<file path="src/rtl/rtt_pkg.sv">
package rtt_pkg;

    localparam int unsigned RTT_PRE_W = 7;
    localparam int unsigned RTT_CNT_W = 16;

    typedef enum logic [1:0] {
        A_CTRL   = 2'd0,
        A_RELOAD = 2'd1,
        A_COUNT  = 2'd2,
        A_PRE    = 2'd3
    } rtt_addr_e;

    typedef enum logic {
        ST_HALT  = 1'b0,
        ST_COUNT = 1'b1
    } rtt_state_e;

    // control bit positions
    localparam int unsigned B_EN    = 0;
    localparam int unsigned B_SRC   = 1;
    localparam int unsigned B_IRQEN = 2;
    localparam int unsigned B_WAKEN = 3;
    localparam int unsigned B_FLAG  = 4;

    typedef struct packed {
        logic wake_en;
        logic irq_en;
        logic src_xtal;
        logic en;
    } rtt_ctrl_t;

endpackage

</file>
<file path="src/rtl/rtt_tick_sel.sv">
module rtt_tick_sel (
    input  logic cpu_tick,
    input  logic xtal_tick,
    input  logic xtal_is_cpu,
    input  logic src_xtal,
    output logic sel_tick
);

    logic use_xtal;

    always_comb begin
        use_xtal = src_xtal && !xtal_is_cpu;
        sel_tick = use_xtal ? xtal_tick : cpu_tick;
    end

endmodule

</file>
<file path="src/rtl/rtt_ctrl.sv">
module rtt_ctrl
    import rtt_pkg::*;
(
    input  logic       clk,
    input  logic       por_n,
    input  logic       en,
    input  logic       sel_tick,
    input  logic       zero,
    output rtt_state_e state,
    output logic       act_dec,
    output logic       act_reload
);

    rtt_state_e state_nx;

    // state register
    always_ff @(posedge clk or negedge por_n) begin
        if (!por_n) state <= ST_HALT;
        else        state <= state_nx;
    end

    // next state
    always_comb begin
        state_nx = state;
        unique case (state)
            ST_HALT:  if (en)  state_nx = ST_COUNT;   // HALT_TO_COUNT
            ST_COUNT: if (!en) state_nx = ST_HALT;    // COUNT_TO_HALT
            default:           state_nx = ST_HALT;
        endcase
    end

    // outputs
    always_comb begin
        act_dec    = 1'b0;
        act_reload = 1'b0;
        unique case (state)
            ST_HALT: begin
                act_dec    = 1'b0;
                act_reload = 1'b0;
            end
            ST_COUNT: begin
                act_dec    = en && sel_tick && !zero;
                act_reload = en && sel_tick && zero;
            end
            default: begin
                act_dec    = 1'b0;
                act_reload = 1'b0;
            end
        endcase
    end

endmodule

</file>
<file path="src/rtl/rtt_chain.sv">
module rtt_chain #(
    parameter int unsigned PRE_W = 7,
    parameter int unsigned CNT_W = 16,
    parameter logic [CNT_W-1:0] RELOAD_INIT = '1
) (
    input  logic             clk,
    input  logic             por_n,
    input  logic             direct_load,
    input  logic [CNT_W-1:0] direct_val,
    input  logic             act_reload,
    input  logic [CNT_W-1:0] reload_val,
    input  logic             act_dec,
    output logic [CNT_W-1:0] cnt,
    output logic [PRE_W-1:0] pre,
    output logic             zero
);

    localparam int unsigned CHAIN_W = PRE_W + CNT_W;

    logic [CHAIN_W-1:0] chain_dec;

    assign chain_dec = {cnt, pre} - CHAIN_W'(1);
    assign zero      = (cnt == '0) && (pre == '0);

    always_ff @(posedge clk or negedge por_n) begin
        if (!por_n) begin
            cnt <= RELOAD_INIT;
            pre <= '1;
        end else if (direct_load) begin
            cnt <= direct_val;
            pre <= '1;
        end else if (act_reload) begin
            cnt <= reload_val;
            pre <= '1;
        end else if (act_dec) begin
            cnt <= chain_dec[CHAIN_W-1:PRE_W];
            pre <= chain_dec[PRE_W-1:0];
        end
    end

endmodule

</file>
<file path="src/rtl/rtt_regs.sv">
module rtt_regs
    import rtt_pkg::*;
#(
    parameter int unsigned PRE_W = 7,
    parameter int unsigned CNT_W = 16,
    parameter logic [CNT_W-1:0] RELOAD_INIT = '1
) (
    input  logic             clk,
    input  logic             por_n,
    input  logic             wr_en,
    input  logic [1:0]       wr_addr,
    input  logic [CNT_W-1:0] wr_data,
    input  logic [1:0]       rd_addr,
    input  logic             wrap,
    input  logic [CNT_W-1:0] cnt,
    input  logic [PRE_W-1:0] pre,
    output rtt_ctrl_t        ctrl,
    output logic [CNT_W-1:0] reload_val,
    output logic             flag,
    output logic             direct_load,
    output logic [CNT_W-1:0] rd_data
);

    localparam int unsigned PAD_W = CNT_W - PRE_W;

    logic wr_ctrl, wr_reload, flag_clr;

    assign wr_ctrl     = wr_en && (rtt_addr_e'(wr_addr) == A_CTRL);
    assign wr_reload   = wr_en && (rtt_addr_e'(wr_addr) == A_RELOAD);
    assign flag_clr    = wr_ctrl && wr_data[B_FLAG];
    assign direct_load = wr_reload && !ctrl.en;

    always_ff @(posedge clk or negedge por_n) begin
        if (!por_n) begin
            ctrl       <= '0;
            reload_val <= RELOAD_INIT;
        end else begin
            if (wr_ctrl) begin
                ctrl.en       <= wr_data[B_EN];
                ctrl.src_xtal <= wr_data[B_SRC];
                ctrl.irq_en   <= wr_data[B_IRQEN];
                ctrl.wake_en  <= wr_data[B_WAKEN];
            end
            if (wr_reload) reload_val <= wr_data;
        end
    end

    // sticky flag: a wrap wins over a clear
    always_ff @(posedge clk or negedge por_n) begin
        if (!por_n)        flag <= 1'b0;
        else if (wrap)     flag <= 1'b1;
        else if (flag_clr) flag <= 1'b0;
    end

    always_comb begin
        rd_data = '0;
        unique case (rtt_addr_e'(rd_addr))
            A_CTRL: begin
                rd_data[B_EN]    = ctrl.en;
                rd_data[B_SRC]   = ctrl.src_xtal;
                rd_data[B_IRQEN] = ctrl.irq_en;
                rd_data[B_WAKEN] = ctrl.wake_en;
                rd_data[B_FLAG]  = flag;
            end
            A_RELOAD: rd_data = reload_val;
            A_COUNT:  rd_data = cnt;
            A_PRE:    rd_data = {{PAD_W{1'b0}}, pre};
            default:  rd_data = '0;
        endcase
    end

endmodule

</file>
<file path="src/rtl/rtt_top.sv">
module rtt_top
    import rtt_pkg::*;
#(
    parameter int unsigned PRE_W = RTT_PRE_W,
    parameter int unsigned CNT_W = RTT_CNT_W,
    parameter logic [CNT_W-1:0] RELOAD_INIT = '1
) (
    input  logic             clk,
    input  logic             por_n,
    input  logic             cpu_tick,
    input  logic             xtal_tick,
    input  logic             xtal_is_cpu,
    input  logic             wr_en,
    input  logic [1:0]       wr_addr,
    input  logic [CNT_W-1:0] wr_data,
    input  logic [1:0]       rd_addr,
    output logic [CNT_W-1:0] rd_data,
    output logic             irq,
    output logic             wake
);

    rtt_ctrl_t        ctrl;
    rtt_state_e       state;
    logic             sel_tick, zero, act_dec, act_reload, flag, direct_load;
    logic [CNT_W-1:0] reload_val, cnt;
    logic [PRE_W-1:0] pre;

    rtt_tick_sel u_sel (
        .cpu_tick    (cpu_tick),
        .xtal_tick   (xtal_tick),
        .xtal_is_cpu (xtal_is_cpu),
        .src_xtal    (ctrl.src_xtal),
        .sel_tick    (sel_tick)
    );

    rtt_ctrl u_ctrl (
        .clk        (clk),
        .por_n      (por_n),
        .en         (ctrl.en),
        .sel_tick   (sel_tick),
        .zero       (zero),
        .state      (state),
        .act_dec    (act_dec),
        .act_reload (act_reload)
    );

    rtt_chain #(.PRE_W(PRE_W), .CNT_W(CNT_W), .RELOAD_INIT(RELOAD_INIT)) u_chain (
        .clk         (clk),
        .por_n       (por_n),
        .direct_load (direct_load),
        .direct_val  (wr_data),
        .act_reload  (act_reload),
        .reload_val  (reload_val),
        .act_dec     (act_dec),
        .cnt         (cnt),
        .pre         (pre),
        .zero        (zero)
    );

    rtt_regs #(.PRE_W(PRE_W), .CNT_W(CNT_W), .RELOAD_INIT(RELOAD_INIT)) u_regs (
        .clk         (clk),
        .por_n       (por_n),
        .wr_en       (wr_en),
        .wr_addr     (wr_addr),
        .wr_data     (wr_data),
        .rd_addr     (rd_addr),
        .wrap        (act_reload),
        .cnt         (cnt),
        .pre         (pre),
        .ctrl        (ctrl),
        .reload_val  (reload_val),
        .flag        (flag),
        .direct_load (direct_load),
        .rd_data     (rd_data)
    );

    assign irq  = flag && ctrl.irq_en;
    assign wake = flag && ctrl.wake_en;

endmodule

</file>
<file path="config.mk">
export PLATFORM = sky130hd
export DESIGN_NAME = rtt_top
export DESIGN_NICKNAME = d
export VERILOG_FILES = /design/src/rtl/rtt_pkg.sv /design/src/rtl/rtt_tick_sel.sv /design/src/rtl/rtt_ctrl.sv /design/src/rtl/rtt_chain.sv /design/src/rtl/rtt_regs.sv /design/src/rtl/rtt_top.sv
export SDC_FILE = /design/constraint.sdc
export NUM_CORES = 1
export LEC_CHECK = 0
export ABC_AREA = 1
export BUFFER_PORTS_ARGS = -buffer_cell sky130_fd_sc_hd__buf_2
export CORE_ASPECT_RATIO = 0.6
export CORE_MARGIN = 8
export CORE_UTILIZATION = 25
export DETAILED_ROUTE_END_ITERATION = 10
export GPL_TIMING_DRIVEN = 0
export HOLD_SLACK_MARGIN = 0.02
export MAX_ROUTING_LAYER = met4
export PLACE_DENSITY = 0.48
export SLEW_MARGIN = 20
export SYNTH_ARGS = -nofsm -noshare
export SYNTH_HDL_FRONTEND = slang
export SYNTH_SLANG_ARGS = --single-unit
</file>
<file path="constraint.sdc">
create_clock -name clk -period 1.86 [get_ports clk]
set_clock_uncertainty 0.05 [all_clocks]
set_input_delay 0.279 -clock clk [delete_from_list [all_inputs] [get_ports clk]]
set_output_delay 0.279 -clock clk [all_outputs]
set_load 0.005 [all_outputs]
</file>
**Word-level counts from Yosys, hierarchy flattened**

Index checks and enable logic that the tools add are counted.

- Output and inout bits: 18
- Register bits after elaboration: 45
- Bits in latches: 0
- Bits in read-only memories: 0
- Memory bits (writable): 0
- Logic and storage cells: 49
- Memories: 0
- Bits of input ports: 26

- Add/subtract/negate cells: 1
- $mul: 0
- Eq/ne operators: 4
- $lt $le $gt $ge: 0
- Reductions and logical operators: 20
- Div/mod/pow operators: 0
- Shifts and indexed selects: 0
- Multiplexer cells: 14
- Bitwise gates (word level): 1

Operators with widths:

| kind | number |
|---|---|
| 2-to-1 mux 16 bit | 3 |
| case mux 11 bit (3 select lines) | 1 |
| subtractor 23 x 1 -> 23 bit, second input constant | 1 |
| 2-to-1 mux 7 bit | 3 |
| case mux 5 bit (4 select lines) | 1 |
| zero test 16 bit | 1 |
| logical AND 1 bit | 11 |
| zero test 7 bit | 1 |
| == test 2 x 1 -> 1 bit, second input constant | 2 |
| == test 2 bit, second input constant | 2 |
| zero test 2 bit | 2 |
| 2-to-1 mux 1 bit | 4 |
| case mux 1 bit (2 select lines) | 2 |
| zero test 1 bit | 3 |
| nonzero test 3 bit | 1 |
| nonzero test 2 bit | 1 |
| NOT 1 bit | 1 |

**Depth between registers and ports, before layout**

- Word-level depth: 9
- Mapped depth: 12
- Depth with buffers taken out: 11

**By module**

A second synthesis with hierarchy kept.

- Cells, all modules: 466
- Area, all modules: 3210.6 µm²

Modules (own cells, without submodules):

| module | times used | cells an instance | area an instance (µm²) | seq. area each (µm²) |
|---|---|---|---|---|
| rtt_chain | 1 | 291 | 1953.1 | 604.3 |
| rtt_regs | 1 | 159 | 1174.9 | 545.5 |
| rtt_ctrl | 1 | 7 | 47.5 | 25.0 |
| rtt_tick_sel | 1 | 5 | 20.0 | 0.0 |
| rtt_top | 1 | 4 | 15.0 | 0.0 |

**Least setup slack after synthesis**

Ideal clock, no wire load.

- Path kind: flip-flop to flip-flop
- Start: register u_chain.pre[0]
- End: register u_chain.cnt[10]
- Slack: 0.304 ns
- Setup time: 0.078 ns
- Arrival time: 1.429 ns
- Clock period less this slack: 1.556 ns
- Stages on the path, launching flop included: 12
- Required time: 1.732 ns
- Buffers on the path: 1
- Cell sequence: dfstp_2 inv_1 ha_1 inv_1 nor2_1 nand3_1 nor2_4 nand2_4 buf_6 nand3_1 nand3_1 nand2_1

- Cells in the longest elaborated chain, start to end: 6
- Elaborated cells on any way between the ends: 12
- Classes of those cells: add/sub: 1; mux: 5; reduce/logical: 6

Ends and longest elaborated chain:

| item | line | text |
|---|---|---|
| start: declaration | rtt_chain.sv:14 | `output logic [PRE_W-1:0] pre,` |
| start signal: assignment | rtt_chain.sv:37 | `pre <= chain_dec[PRE_W-1:0];` |
| branches (longest 6 deep; another with subtractor 23 x 1 -> 23 bit) | - |  |
| end signal: assignment | rtt_chain.sv:30 | `cnt <= direct_val;` |
| end signal: assignment | rtt_chain.sv:33 | `cnt <= reload_val;` |
| end signal: assignment | rtt_chain.sv:36 | `cnt <= chain_dec[CHAIN_W-1:PRE_W];` |
| end: declaration | rtt_chain.sv:13 | `output logic [CNT_W-1:0] cnt,` |

Several ways; the timed one is not identified. The select of a mux whose other input is x is not followed.
A chain may end at the register's enable or synchronous reset.

**Worst setup path in the final report**

- Start: register u_chain.pre[0]
- End: register u_chain.cnt[11]

Same word-level chain as after synthesis.

==> metrics <==
status finished clean; Commonest cells post-synth 133 x nand2_1, 75 x inv_1, 43 x nor2_1, 40 x o21ai_0, 39 x dfstp_2; FF-to-FF setup slack 0.14 ns; synth warn 0; Tcrit/Tclk final 92.6%; hold wc startpoint wr_data[15]; sequential share of the synthesized area 39.4%; Rows 31; R2R Path Start u_chain.pre[0]; pwr dens 1200 mW/mm²; Mapped Area 0.00298 mm²; Crit-path slowest cell dfstp_2; Core ar. 0.0118 mm²; overall die height 101 µm; CTS tree done; cell family with most CP delay simple AND/OR/NAND/NOR gates; Final Hold Vio Count 0; antenna violations before repair 0; Final min period 1.72 ns; Synth top area share 34.4%; synth unique cells 30; Starting Density 25.2%; dpl hpwl 7570 µm; Area contributors post-synth dfstp_2 34%, nand2_1 17%, inv_1 9.4%; routed vias/inst 4.54; Slew @ Worst Pin 0.669 ns; CTS max path bufs 2; largest area contributor in the netlist dfstp_2; Die ar. 0.0158 mm²; setup violators final 0; CP max FO 5; per-cell routed wire length 15.3 µm; Finished Cell Area 0.00364 mm²; drt drc 0; CP Launch Type flip-flop; WP buf/inv 1; initial drt markers 202; # port buffers 43; RR Endpoint u_chain.cnt[11]; die width 157 µm; GR Overflow Total 0; vias in the first global route 2988; maximum vdd ir drop 0.000434 V; hold path endpoint u_regs.reload_val[15]; DRT Wirelength 10000 µm; ys flop type dfstp_2; leading cell type by number of instances after synthesis nand2_1; Top cell by count, worst path nand2_1; Post-Synthesis Cells 437; max-cap violation count 0; routed vias 2971; Skew-Pair Late Insertion Delay 0.30 ns; # clock sinks 45; EDFF count, synth 0; ANT nets after route 0; leakage 0.00177 µW; fmax 0.581 GHz; layout cells sized above 1 25.4%; Mapped Nets 464; setup TNS 0 ns; first-pass GRT wire length 16100 µm; final worst slack 0.137 ns; clk slew on worst S/H paths 0.07 ns; Placer Congestion 0.879; Critical Path RT 2.05 ns; drt pass-1 iters 5; hold depth 3; Hold Path Class primary input to flip-flop; Tot GR Track Use 13.7%; Critical Path AT 1.91 ns; CP max stage delay 0.54 ns; worst path cell trace inv_2 > ha_1 > nand2_1 > nor2_1 > nand2_1 > nor2_1 > xor2_1 > nand2_1 > nand2_1; cell depth of the worst flop-to-flop path 9; H-tree depth 2; Mean Syn Cell Area 6.83 µm²; relative slew slack 55.4%; nets 515; pre-CTS setup slack -0.520 ns; synthesis-to-finish area growth 22.2%; ANT cells 0; DP Area 0.00340 mm²; Final Slew Violations 0; RSZ-0062 raised after global routing no; element type at the critical path end flip-flop; largest net degree at the start of global routing 46; I/O Pins 44; crit path kind flip-flop to flip-flop; root buffer cell clkbuf_16; TritonCTS Buffers 5; Post-synth ARST share 100%; Yosys reg bits 45
[metal layers]
layer	vias to the layer above	GRT usage [%]	wire [µm]
met5	-	-	0
met2	90	19.0	3900
met1	1394	20.0	5340
met4	0	2.84	85
li1	1480	-	-
met3	7	2.70	678
[worst min-delay path: cells and delay by family]
| family | cells | cell delay (ns) |
|---|---|---|
| AOI/OAI and AO/OA | 1 | 0.08 |
| buffers and inverters | 2 | 0.15 |
[kinds of logic (layout without fill, tap and decap cells)]
logic type,after synthesis,after routing,synth area share (%)
buffers and inverters,89,141,11.6
XOR/XNOR,9,9,2.64
adder cells (fa/ha/maj),1,1,0.419
AO/OA/AOI/OAI,72,72,13.9
flip-flops,45,45,39.4
AND/OR/NAND/NOR,221,221,32.1
[registers in the layout (all words and copies together), names as in the netlist]
name,cells
u_chain.cnt,16
u_regs.reload_val,16
u_chain.pre,7
u_regs.ctrl,4
u_ctrl.state,1
u_regs.flag,1
[report_power, final]
part           switching [µW]  total, µW  internal, µW
clock                     408       1080           671
combinational             947       1480           533
sequential                338       1810          1470
total                    1690       4370          2680
[stage by stage]
step / hold WS [ns] / power, µW / util, % / std cells
after floorplan: -0.0666 / 2750 / - / 437
after global placement: 0.431 / 3230 / 28.8 / 645
after detailed placement: 0.437 / 3260 / 28.8 / 645
after CTS: 0.166 / 4370 / 30.5 / 653
after global routing: 0.179 / 4730 / 30.8 / 654
final: 0.173 / 4370 / 30.8 / 654
[how the worst max path moves through the flow]
| stage | endpoint | cells past startpoint | slack, ns | start |
|---|---|---|---|---|
| floorplan | u_chain.cnt[10] | 11 | 0.30 | u_chain.pre[0] |
| finish | u_chain.cnt[11] | 9 | 0.14 | u_chain.pre[0] |
| global route | u_chain.cnt[12] | 8 | 0.005 | u_chain.pre[3] |
| detailed placement | rd_data[2] | 6 | -0.52 | rd_addr[0] |
| global placement | rd_data[2] | 6 | -0.56 | rd_addr[0] |
| CTS | u_chain.cnt[7] | 12 | 0.006 | u_chain.pre[0] |
[cell usage in the layout (no fill, tap or decap), drive strengths merged, types with 6 or more instances in the layout]
cell type	synthesis	layout
nand2	139	139
buf	4	47
dfstp	39	39
clkbuf	3	9
dfrtp	6	6
inv	79	80
nand3	28	28
xor2	8	8
o21ai	41	41
nor2	50	50
o22ai	19	19
[cell type report]
class / instances / area, µm²
Sequential cell: 45 / 1180
Multi-Input combinational cell: 303 / 1500
Timing Repair Buffer: 44 / 228
Buffer: 7 / 41.3
Tap cell: 165 / 206
Fill cell: 1320 / 8190
Inverter: 82 / 313
Clock buffer: 6 / 139
Clock inverter: 2 / 37.5
[what timing repair did]
action                                  in CTS  in global routing
setup buffers                                0                  0
hold endpoints to repair                     0                  6
hold buffers                                 0                  1
pin swaps                                    0                  1
endpoints found under the setup margin      18                 21
gates resized for setup                      8                  9
Power figures use the tool's default switching activity.
